File: config.mk
export PLATFORM = sky130hd
export DESIGN_NAME = baud_clk_unit
export DESIGN_NICKNAME = d
export VERILOG_FILES = /design/src/rtl/bcu_pkg.sv /design/src/rtl/bcu_pin_sync.sv /design/src/rtl/bcu_baud_gen.sv /design/src/rtl/bcu_rate_div.sv /design/src/rtl/bcu_regs.sv /design/src/rtl/baud_clk_unit.sv
export SDC_FILE = /design/constraint.sdc
export NUM_CORES = 1
export LEC_CHECK = 0
export BUFFER_PORTS_ARGS = -buffer_cell sky130_fd_sc_hd__buf_2
export CORE_MARGIN = 2
export CORE_UTILIZATION = 40
export CTS_BUF_LIST = sky130_fd_sc_hd__clkbuf_4
export DETAILED_ROUTE_END_ITERATION = 10
export MAX_ROUTING_LAYER = met4
export PLACE_DENSITY = 0.64
export SETUP_SLACK_MARGIN = 0.2
export SLEW_MARGIN = 20
export SYNTH_ARGS = -nofsm -noshare
export SYNTH_HDL_FRONTEND = slang
export SYNTH_SLANG_ARGS = --single-unit
File: constraint.sdc
create_clock -name clk -period 2.8 [get_ports clk]
set_clock_uncertainty 0.05 [all_clocks]
set_input_delay 0.28 -clock clk [delete_from_list [all_inputs] [get_ports clk]]
set_output_delay 0.28 -clock clk [all_outputs]
set_load 0.02 [all_outputs]
File: src/rtl/bcu_pkg.sv
package bcu_pkg;

  localparam int DATA_W = 8;
  localparam int ADDR_W = 3;
  localparam int TC_W   = 2 * DATA_W;

  typedef enum logic [1:0] {
    SRC_PIN_A = 2'd0,
    SRC_PIN_B = 2'd1,
    SRC_GEN   = 2'd2,
    SRC_REC   = 2'd3
  } clk_src_e;

  typedef enum logic [1:0] {
    PO_XTAL  = 2'd0,
    PO_TXLVL = 2'd1,
    PO_GEN   = 2'd2,
    PO_REC   = 2'd3
  } pin_out_e;

  localparam logic [ADDR_W-1:0] A_MODE  = 3'd0;
  localparam logic [ADDR_W-1:0] A_ROUTE = 3'd1;
  localparam logic [ADDR_W-1:0] A_TCLO  = 3'd2;
  localparam logic [ADDR_W-1:0] A_TCHI  = 3'd3;
  localparam logic [ADDR_W-1:0] A_GEN   = 3'd4;
  localparam logic [ADDR_W-1:0] A_STAT  = 3'd5;

  typedef struct packed {
    logic     po_en;
    pin_out_e po_sel;
    clk_src_e rx_src;
    clk_src_e tx_src;
  } route_t;

  typedef struct packed {
    logic zint_en;
    logic use_sys;
    logic gen_en;
  } genctl_t;

endpackage

File: src/rtl/bcu_pin_sync.sv
module bcu_pin_sync #(
  parameter int STAGES = 2
) (
  input  logic clk,
  input  logic rst_n,
  input  logic async_i,
  output logic sync_o
);

  logic [STAGES-1:0] chain_q;
  logic [STAGES-1:0] chain_d;

  always_comb begin
    chain_d = {chain_q[STAGES-2:0], async_i};
  end

  always_ff @(posedge clk or negedge rst_n) begin
    if (!rst_n) chain_q <= '0;
    else        chain_q <= chain_d;
  end

  assign sync_o = chain_q[STAGES-1];

endmodule

File: src/rtl/bcu_baud_gen.sv
module bcu_baud_gen #(
  parameter int TC_W = 16
) (
  input  logic            clk,
  input  logic            rst_n,
  input  logic            gen_en,
  input  logic            in_tick,
  input  logic [TC_W-1:0] tc,
  output logic            gen_q,
  output logic            gen_tick,
  output logic            zero_hit
);

  localparam int CNT_W = TC_W + 1;

  logic [CNT_W-1:0] cnt_q, cnt_d;
  logic             out_q, out_d;
  logic             prev_q;

  assign zero_hit = gen_en && in_tick && (cnt_q == '0);

  always_comb begin
    cnt_d = cnt_q;
    out_d = out_q;
    if (!gen_en) begin
      cnt_d = {1'b0, tc};
      out_d = 1'b0;
    end else if (in_tick) begin
      if (cnt_q == '0) begin
        cnt_d = {1'b0, tc} + CNT_W'(1);
        out_d = ~out_q;
      end else begin
        cnt_d = cnt_q - CNT_W'(1);
      end
    end
  end

  always_ff @(posedge clk or negedge rst_n) begin
    if (!rst_n) begin
      cnt_q  <= '0;
      out_q  <= 1'b0;
      prev_q <= 1'b0;
    end else begin
      cnt_q  <= cnt_d;
      out_q  <= out_d;
      prev_q <= out_q;
    end
  end

  assign gen_q    = out_q;
  assign gen_tick = out_q & ~prev_q;

  assert_idle_low_R8: assert property (@(posedge clk) disable iff (!rst_n)
    !gen_en |=> !gen_q);

  assert_toggle_on_zero_R2: assert property (@(posedge clk) disable iff (!rst_n)
    ($past(gen_en) && !$stable(gen_q)) |-> $past(zero_hit));

endmodule

File: src/rtl/bcu_rate_div.sv
module bcu_rate_div #(
  parameter int MAX_LOG = 6
) (
  input  logic       clk,
  input  logic       rst_n,
  input  logic [1:0] mult_code,
  input  logic       src_tick,
  output logic       pulse
);

  logic [MAX_LOG-1:0] cnt_q, cnt_d;
  logic [MAX_LOG-1:0] lim_m1;
  logic               pulse_q, pulse_d;

  always_comb begin
    case (mult_code)
      2'd0:    lim_m1 = MAX_LOG'(0);
      2'd1:    lim_m1 = MAX_LOG'(15);
      2'd2:    lim_m1 = MAX_LOG'(31);
      default: lim_m1 = MAX_LOG'(63);
    endcase
  end

  always_comb begin
    cnt_d   = cnt_q;
    pulse_d = 1'b0;
    if (src_tick) begin
      if (cnt_q >= lim_m1) begin
        cnt_d   = '0;
        pulse_d = 1'b1;
      end else begin
        cnt_d = cnt_q + MAX_LOG'(1);
      end
    end
  end

  always_ff @(posedge clk or negedge rst_n) begin
    if (!rst_n) begin
      cnt_q   <= '0;
      pulse_q <= 1'b0;
    end else begin
      cnt_q   <= cnt_d;
      pulse_q <= pulse_d;
    end
  end

  assign pulse = pulse_q;

  assert_x1_follow_R3: assert property (@(posedge clk) disable iff (!rst_n)
    (mult_code == 2'd0 && src_tick) |=> pulse);

  assert_pulse_needs_tick_R3: assert property (@(posedge clk) disable iff (!rst_n)
    pulse |-> $past(src_tick));

endmodule

File: src/rtl/bcu_regs.sv
module bcu_regs
  import bcu_pkg::*;
(
  input  logic              clk,
  input  logic              rst_n,
  input  logic              wr_en,
  input  logic [ADDR_W-1:0] wr_addr,
  input  logic [DATA_W-1:0] wr_data,
  input  logic [ADDR_W-1:0] rd_addr,
  input  logic              zero_hit,
  output logic [DATA_W-1:0] rd_data,
  output logic [1:0]        mult_code,
  output route_t            route,
  output genctl_t           genctl,
  output logic [TC_W-1:0]   tc,
  output logic              zero_flag
);

  logic [1:0]        mode_q, mode_d;
  route_t            route_q, route_d;
  genctl_t           gen_q, gen_d;
  logic [DATA_W-1:0] tclo_q, tclo_d, tchi_q, tchi_d;
  logic              flag_q, flag_d;

  always_comb begin
    mode_d  = mode_q;
    route_d = route_q;
    gen_d   = gen_q;
    tclo_d  = tclo_q;
    tchi_d  = tchi_q;
    flag_d  = flag_q;
    if (wr_en) begin
      case (wr_addr)
        A_MODE:  mode_d  = wr_data[1:0];
        A_ROUTE: route_d = route_t'(wr_data[6:0]);
        A_TCLO:  tclo_d  = wr_data;
        A_TCHI:  tchi_d  = wr_data;
        A_GEN:   gen_d   = genctl_t'(wr_data[2:0]);
        A_STAT:  if (wr_data[0]) flag_d = 1'b0;
        default: ;
      endcase
    end
    if (zero_hit) flag_d = 1'b1;
  end

  always_ff @(posedge clk or negedge rst_n) begin
    if (!rst_n) begin
      mode_q  <= '0;
      route_q <= '0;
      gen_q   <= '0;
      tclo_q  <= '0;
      tchi_q  <= '0;
      flag_q  <= 1'b0;
    end else begin
      mode_q  <= mode_d;
      route_q <= route_d;
      gen_q   <= gen_d;
      tclo_q  <= tclo_d;
      tchi_q  <= tchi_d;
      flag_q  <= flag_d;
    end
  end

  always_comb begin
    case (rd_addr)
      A_MODE:  rd_data = {6'b0, mode_q};
      A_ROUTE: rd_data = {1'b0, route_q};
      A_TCLO:  rd_data = tclo_q;
      A_TCHI:  rd_data = tchi_q;
      A_GEN:   rd_data = {5'b0, gen_q};
      A_STAT:  rd_data = {7'b0, flag_q};
      default: rd_data = '0;
    endcase
  end

  assign mult_code = mode_q;
  assign route     = route_q;
  assign genctl    = gen_q;
  assign tc        = {tchi_q, tclo_q};
  assign zero_flag = flag_q;

  assert_flag_set_R9: assert property (@(posedge clk) disable iff (!rst_n)
    zero_hit |=> zero_flag);

endmodule

File: src/rtl/baud_clk_unit.sv
module baud_clk_unit
  import bcu_pkg::*;
#(
  parameter int SYNC_STAGES = 2,
  parameter int MAX_LOG     = 6
) (
  input  logic              clk,
  input  logic              rst_n,
  input  logic              pin_a_i,
  input  logic              pin_b_i,
  input  logic              rec_clk_i,
  input  logic              wr_en,
  input  logic [ADDR_W-1:0] wr_addr,
  input  logic [DATA_W-1:0] wr_data,
  input  logic [ADDR_W-1:0] rd_addr,
  output logic [DATA_W-1:0] rd_data,
  output logic              tx_clk_en,
  output logic              rx_clk_en,
  output logic              pin_b_o,
  output logic              pin_b_oe,
  output logic              zero_irq
);

  localparam int N_IN  = 3;
  localparam int N_DIR = 2;

  // reset: asserted asynchronously, released on a clock edge
  logic [1:0] rst_sync_q;
  logic       rst_core_n;

  always_ff @(posedge clk or negedge rst_n) begin
    if (!rst_n) rst_sync_q <= 2'b00;
    else        rst_sync_q <= {rst_sync_q[0], 1'b1};
  end
  assign rst_core_n = rst_sync_q[1];

  // input synchronisers and rising-edge ticks: 0 pin A, 1 pin B, 2 recovered
  logic [N_IN-1:0] raw_in, lvl, lvl_prev_q, rise;
  assign raw_in = {rec_clk_i, pin_b_i, pin_a_i};

  for (genvar i = 0; i < N_IN; i++) begin : g_sync
    bcu_pin_sync #(.STAGES(SYNC_STAGES)) u_sync (
      .clk    (clk),
      .rst_n  (rst_core_n),
      .async_i(raw_in[i]),
      .sync_o (lvl[i])
    );
  end

  always_ff @(posedge clk or negedge rst_core_n) begin
    if (!rst_core_n) lvl_prev_q <= '0;
    else             lvl_prev_q <= lvl;
  end
  assign rise = lvl & ~lvl_prev_q;

  // register file
  logic [1:0]      mult_code;
  route_t          route;
  genctl_t         genctl;
  logic [TC_W-1:0] tc;
  logic            zero_flag;
  logic            zero_hit;

  bcu_regs u_regs (
    .clk      (clk),
    .rst_n    (rst_core_n),
    .wr_en    (wr_en),
    .wr_addr  (wr_addr),
    .wr_data  (wr_data),
    .rd_addr  (rd_addr),
    .zero_hit (zero_hit),
    .rd_data  (rd_data),
    .mult_code(mult_code),
    .route    (route),
    .genctl   (genctl),
    .tc       (tc),
    .zero_flag(zero_flag)
  );

  // baud generator
  logic gen_in_tick, gen_lvl, gen_tick;
  assign gen_in_tick = genctl.use_sys ? 1'b1 : rise[0];

  bcu_baud_gen #(.TC_W(TC_W)) u_gen (
    .clk     (clk),
    .rst_n   (rst_core_n),
    .gen_en  (genctl.gen_en),
    .in_tick (gen_in_tick),
    .tc      (tc),
    .gen_q   (gen_lvl),
    .gen_tick(gen_tick),
    .zero_hit(zero_hit)
  );

  // per-direction source selection and rate division: 0 transmit, 1 receive
  clk_src_e         dir_src [N_DIR];
  logic [N_DIR-1:0] dir_tick, dir_en;
  assign dir_src[0] = route.tx_src;
  assign dir_src[1] = route.rx_src;

  for (genvar d = 0; d < N_DIR; d++) begin : g_dir
    always_comb begin
      case (dir_src[d])
        SRC_PIN_A: dir_tick[d] = rise[0];
        SRC_PIN_B: dir_tick[d] = rise[1];
        SRC_GEN:   dir_tick[d] = gen_tick;
        default:   dir_tick[d] = rise[2];
      endcase
    end

    bcu_rate_div #(.MAX_LOG(MAX_LOG)) u_div (
      .clk      (clk),
      .rst_n    (rst_core_n),
      .mult_code(mult_code),
      .src_tick (dir_tick[d]),
      .pulse    (dir_en[d])
    );
  end

  assign tx_clk_en = dir_en[0];
  assign rx_clk_en = dir_en[1];

  // transmit clock level for the pin output
  logic tx_lvl_q, tx_lvl_d;
  always_comb begin
    tx_lvl_d = tx_lvl_q;
    if (dir_en[0]) tx_lvl_d = ~tx_lvl_q;
  end
  always_ff @(posedge clk or negedge rst_core_n) begin
    if (!rst_core_n) tx_lvl_q <= 1'b0;
    else             tx_lvl_q <= tx_lvl_d;
  end

  // second pin output
  logic po_lvl;
  always_comb begin
    case (route.po_sel)
      PO_XTAL:  po_lvl = lvl[0];
      PO_TXLVL: po_lvl = tx_lvl_q;
      PO_GEN:   po_lvl = gen_lvl;
      default:  po_lvl = lvl[2];
    endcase
  end

  assign pin_b_oe = route.po_en;
  assign pin_b_o  = route.po_en & po_lvl;
  assign zero_irq = zero_flag & genctl.zint_en;

endmodule

# Word level (Yosys, flattened, before mapping)
# Index checks and enable logic that the tools add are counted.
[totals]
input_bits = 20
ff_bits = 74
[classes]
bitwise_logic = 8
add_sub_neg = 4
reduce_logical = 19
n_lt_le_gt_ge = 2
n_eq_ne = 20
muxes = 22
[op_table]
columns = ["cell", "count"]
rows = [
  ["17-bit two-way mux", 3],
  ["8-bit one-hot mux with 6 select lines", 1],
  ["6-bit one-hot mux with 3 select lines", 1],
  ["16-bit by 1-bit adder with 17-bit output, second input constant", 1],
  ["17-bit zero test", 1],
  ["17-bit by 1-bit subtractor with 17-bit output, second input constant", 1],
  ["6-bit by 1-bit adder with 6-bit output, second input constant", 2],
  ["3-bit by 2-bit equality test with 1-bit output, second input constant", 4],
  ["3-bit equality test, second input constant", 4],
  ["6-bit greater-or-equal comparator", 2],
  ["1-bit two-way mux", 12],
  ["6-bit two-way mux", 2],
  ["2-bit AND reduction", 6],
  ["1-bit one-hot mux with 3 select lines", 3],
  ["2-bit by 1-bit equality test with 1-bit output, second input constant", 4],
  ["2-bit equality test, second input constant", 4],
  ["2-bit zero test", 4],
  ["3-bit by 1-bit equality test with 1-bit output, second input constant", 2],
  ["3-bit zero test", 2],
  ["2-bit nonzero test", 3],
  ["2-bit by 1-bit inequality test with 1-bit output, second input constant", 2],
  ["1-bit AND", 3],
  ["3-bit AND", 1],
  ["1-bit inverter", 3],
  ["3 further kinds", 4],
]

# Logic depth before layout (Yosys ltp)
[depth]
word_depth = 7
depth_mapped = 8
mapped_depth_nobuf = 7

# Modules after synthesis
# From an unflattened synthesis, not the netlist that was laid out.
[hier_totals]
cells_unflattened = 415
hier_area_um2 = 4360.4
[by_module_without_submodules]
columns = ["module", "seq_area_each_um2", "cells_each", "n_inst", "area_per_inst_um2"]
rows = [
  ["bcu_baud_gen", 475.5, 203, 1, 1670.4],
  ["bcu_regs", 725.7, 101, 1, 1426.4],
  ["bcu_rate_div", 175.2, 44, 2, 422.9],
  ["baud_clk_unit", 150.1, 17, 1, 267.8],
  ["bcu_pin_sync", 50.0, 2, 3, 50.0],
]

# Worst setup path before layout
# Ideal clock, no wire load.
[synth_timing]
kind = "register to register"
start = "register u_gen.cnt_q[0]"
end = "register u_gen.cnt_q[12]"
path_stages_with_launch = 8
arrival_ns = 2.269
required_ns = 2.672
path_slack_ns = 0.404
synth_period_minus_slack_ns = 2.396
path_buffers = 0
setup_ns = 0.078
cell_sequence = "dfrtp_1 inv_1 ha_1 or4b_4 or4_4 or4_1 nand3_1 o2bb2ai_1"
[synth_via]
elab_chain_cells = 4
[synth_rtl]
columns = ["item", "line", "source"]
rows = [
  ["start, declared", "bcu_baud_gen.sv:16", "logic [CNT_W-1:0] cnt_q, cnt_d;"],
  ["start signal, assigned", "bcu_baud_gen.sv:44", "cnt_q <= cnt_d;"],
  ["17-bit by 1-bit subtractor with 17-bit output / 17-bit zero test (equally long branches)", "bcu_baud_gen.sv:33, bcu_baud_gen.sv:29", ""],
  ["17-bit two-way mux *", "bcu_baud_gen.sv:29", "if (cnt_q == '0) begin"],
  ["17-bit two-way mux *", "bcu_baud_gen.sv:28", "end else if (in_tick) begin"],
  ["17-bit two-way mux *", "bcu_baud_gen.sv:25", "if (!gen_en) begin"],
]
# Every way passes the cells marked *; elsewhere a longest branch is shown, timed or not. The select of a mux whose other input is x is not followed.
# A chain may end at the register's enable or synchronous reset.

# Worst setup path after layout
# Same ends and word-level chain as after synthesis.

==> results.json <==
{
  "synth_warnings": 0,
  "grt_pass1_vias": 3385,
  "clk_latency_ns": 0.46,
  "fin_setup_tns_ns": 0,
  "avgViaCountPerCell": 5.69,
  "rows": 37,
  "synth_cells": 436,
  "boundaryPins": 33,
  "synth_cell_types": 57,
  "cts_tree": "built",
  "power_mw": 3.85,
  "cts-buffers-inserted": 9,
  "critPathMaxFanout": 6,
  "crit_start": "u_gen.cnt_q[0]",
  "setup_viol": 0,
  "r2r_start": "u_gen.cnt_q[0]",
  "grt_max_degree": 52,
  "timing.reg2reg.setup_slack_ns": 0.28,
  "routedWlPerCell_um": 17.0,
  "syn-mean-instance-area_um2": 9.69,
  "grtUsageMet2_pct": 31.0,
  "antenna_cells": 0,
  "n_fill_cell": 995,
  "place.gp.congestion": 0.903,
  "die_x_um": 107,
  "routed_wl_mm": 10.6,
  "hp-start": "wr_data[6]",
  "ys_seq_elements": 74,
  "grt_overflow": 0,
  "synth_seq_area_share_pct": 43.9,
  "track_usage_pct": 20.3,
  "cts_max_path_buffers": 2,
  "clk_pin_slew_worst_paths_ns": 0.12,
  "critPathRequiredTime_ns": 3.13,
  "cts_max_level": 3,
  "cts-root-buf": "clkbuf_4",
  "cts.sinks": 74,
  "dieArea_um2": 11400,
  "synth_ff_type": "dfrtp_1",
  "nNetsFinal": 509,
  "worstPathArrival_ns": 2.86,
  "placed_cells": 596,
  "layout_commonest_cell": "dfrtp_1",
  "grt_pass1_wl_mm": 17.6,
  "drtIter0Drc": 335,
  "fin_crit_ns": 2.52,
  "synthesis.area_um2": 4220,
  "max_freq_ghz": 0.396,
  "final_max_slew_viol_count": 0,
  "worst_slew_pin_slew_ns": 0.534,
  "ant_nets": 0,
  "grt.met1_usage_pct": 26.7,
  "finalHoldViolations": 0,
  "dp_hpwl_mm": 7.49,
  "drt_drc_violations_left": 0,
  "drv_cap": 0,
  "finalNonFillerCells": 621,
  "core_um2": 10300,
  "initial_utilization_pct": 41.1,
  "period_share_pct": 90.1,
  "place_area_um2": 4590,
  "p_per_area_nw_per_um2": 792,
  "layout_common_cells": "dfrtp_1, nand2_1, buf_2",
  "status": "complete, no violations",
  "slew_headroom_pct": 64.4,
  "numPortBuffers": 32,
  "antenna_found_initial": 0,
  "start_kind": "register",
  "syn_nets": 465,
  "die_h_um": 107,
  "async_flop_share_pct": 100,
  "rsz0062_at_grt": "false",
  "critPathCaptureType": "register",
  "min_path_type": "in -> reg",
  "syn_to_final_growth_pct": 15.1,
  "drive_above_1_share_pct": 23.1,
  "vias": 3534,
  "synth_edf_count": 0,
  "finalInstanceArea_um2": 4860,
  "fin_util_pct": 47.3,
  "grt_util_met3_pct": 3.22,
  "ir_drop_uv": 404,
  "grt-busiest-layer": "met2",
  "p_leak_nw": 2.04,
  "dr.pass1.iters": 5,
  "criticalPathCategory": "reg -> reg"
}
==> synthesized netlist by cell type (3+ instances only) <==
| master | count | share of area, % |
|---|---|---|
| nor3_1 | 14 | 1.7 |
| xnor2_1 | 10 | 2.1 |
| or4_1 | 7 | 1.2 |
| nand3_1 | 27 | 3.2 |
| a21oi_1 | 14 | 1.7 |
| a31oi_1 | 9 | 1.3 |
| o22ai_1 | 4 | 0.59 |
| buf_1 | 3 | 0.27 |
| nand2_1 | 33 | 2.9 |
| o221ai_1 | 7 | 1.5 |
| nand2b_1 | 5 | 0.74 |
| mux2_2 | 28 | 7.5 |
| and2_1 | 3 | 0.44 |
| ha_1 | 9 | 2.7 |
| clkbuf_1 | 16 | 1.4 |
| o211ai_1 | 3 | 0.53 |
| o31ai_1 | 5 | 0.89 |
| nor2_1 | 26 | 2.3 |
| nor3b_1 | 4 | 0.71 |
| nand4_1 | 5 | 0.74 |
| nor4_1 | 10 | 1.5 |
| xor2_1 | 9 | 1.9 |
| mux2i_1 | 7 | 1.7 |
| nor2b_1 | 4 | 0.59 |
| dfrtp_1 | 74 | 44 |
| or3_1 | 6 | 0.89 |
| mux4_2 | 5 | 2.7 |
| o21ai_0 | 31 | 3.7 |
| inv_1 | 22 | 2.0 |
==> cell families (layout without fill, tap and decap cells) <==
group / Yosys count / count (layout) / share of synthesized area [%]
adder cells (fa/ha/maj): 9 / 9 / 2.67
flip-flops: 74 / 74 / 43.9
other: 1 / 1 / 0.0888
buffers and inverters: 43 / 92 / 3.88
XOR/XNOR: 19 / 19 / 3.94
AND/OR/NAND/NOR: 159 / 159 / 20.2
multiplexers: 40 / 40 / 11.8
AO/OA/AOI/OAI: 91 / 91 / 13.6
==> final timing paths <==
check	end	depth (start not counted)
worst min-delay path	u_regs.tclo_q[6]	3
worst min register to register	g_dir[0].u_div.cnt_q[1]	0
min in group asynchronous	rst_sync_q[1]	2
worst max-delay path	u_gen.cnt_q[12]	7
max in group asynchronous	u_regs.tclo_q[1]	1
worst max register to register	u_gen.cnt_q[12]	7
==> area by class of cell <==
| cell class | instances | area (um^2) | area share, % |
|---|---|---|---|
| flip-flops and latches | 74 | 1850 | 38.1 |
| inverters | 22 | 82.6 | 1.70 |
| clock buffers | 9 | 67.6 | 1.39 |
| clock inverters | 7 | 116 | 2.39 |
| well taps | 136 | 170 | 3.50 |
| multi-input cells | 319 | 2220 | 45.7 |
| repair buffers | 54 | 350 | 7.21 |
==> power breakdown <==
| group | internal (mW) | switching (mW) |
|---|---|---|
| registers | 1.34 | 0.387 |
| logic | 0.585 | 0.674 |
| clock network | 0.451 | 0.414 |
| total | 2.38 | 1.47 |
==> state kept, by name, summed over array words and instances, names as in the netlist, 3 cells and up <==
| signal | cells |
|---|---|
| u_regs.route | 7 |
| g_dir.u_div.cnt_q | 12 |
| g_sync.u_sync.chain_q | 6 |
| u_regs.genctl | 3 |
| u_gen.cnt_q | 17 |
| u_regs.tchi_q | 8 |
| lvl_prev_q | 3 |
| u_regs.tclo_q | 8 |
==> layer usage <==
metal,wire length (um),vias up
li1,-,1696
met1,4750,1701
met2,4930,115
met3,612,22
met4,272,0
met5,0,-
==> per-stage QoR <==
| step | hold slack [ns] | setup WS [ns] |
|---|---|---|
| after floorplan | -0.0656 | 0.404 |
| after global placement | 0.0148 | 0.281 |
| after detailed placement | 0.0171 | 0.224 |
| after CTS | 0.00973 | 0.214 |
| after global routing | 0.0365 | 0.205 |
| final | 0.0180 | 0.276 |
==> worst max-delay path, stage by stage, from the launching register on <==
cell and delay, ns:
dfrtp_1 0.45, inv_2 0.07, ha_1 0.13, or4b_4 0.47
or4_4 0.59, or4_4 0.51, nand3_2 0.09, o2bb2ai_1 0.10
==> repair_timing <==
item	CTS	global route
gates resized for setup	0	4
setup endpoints to repair	1	1
hold buffers	5	0
pin swaps	1	1
buffers inserted	0	4
endpoints found under the hold margin	6	0
Note: power is estimated with default switching activity, not from simulation.
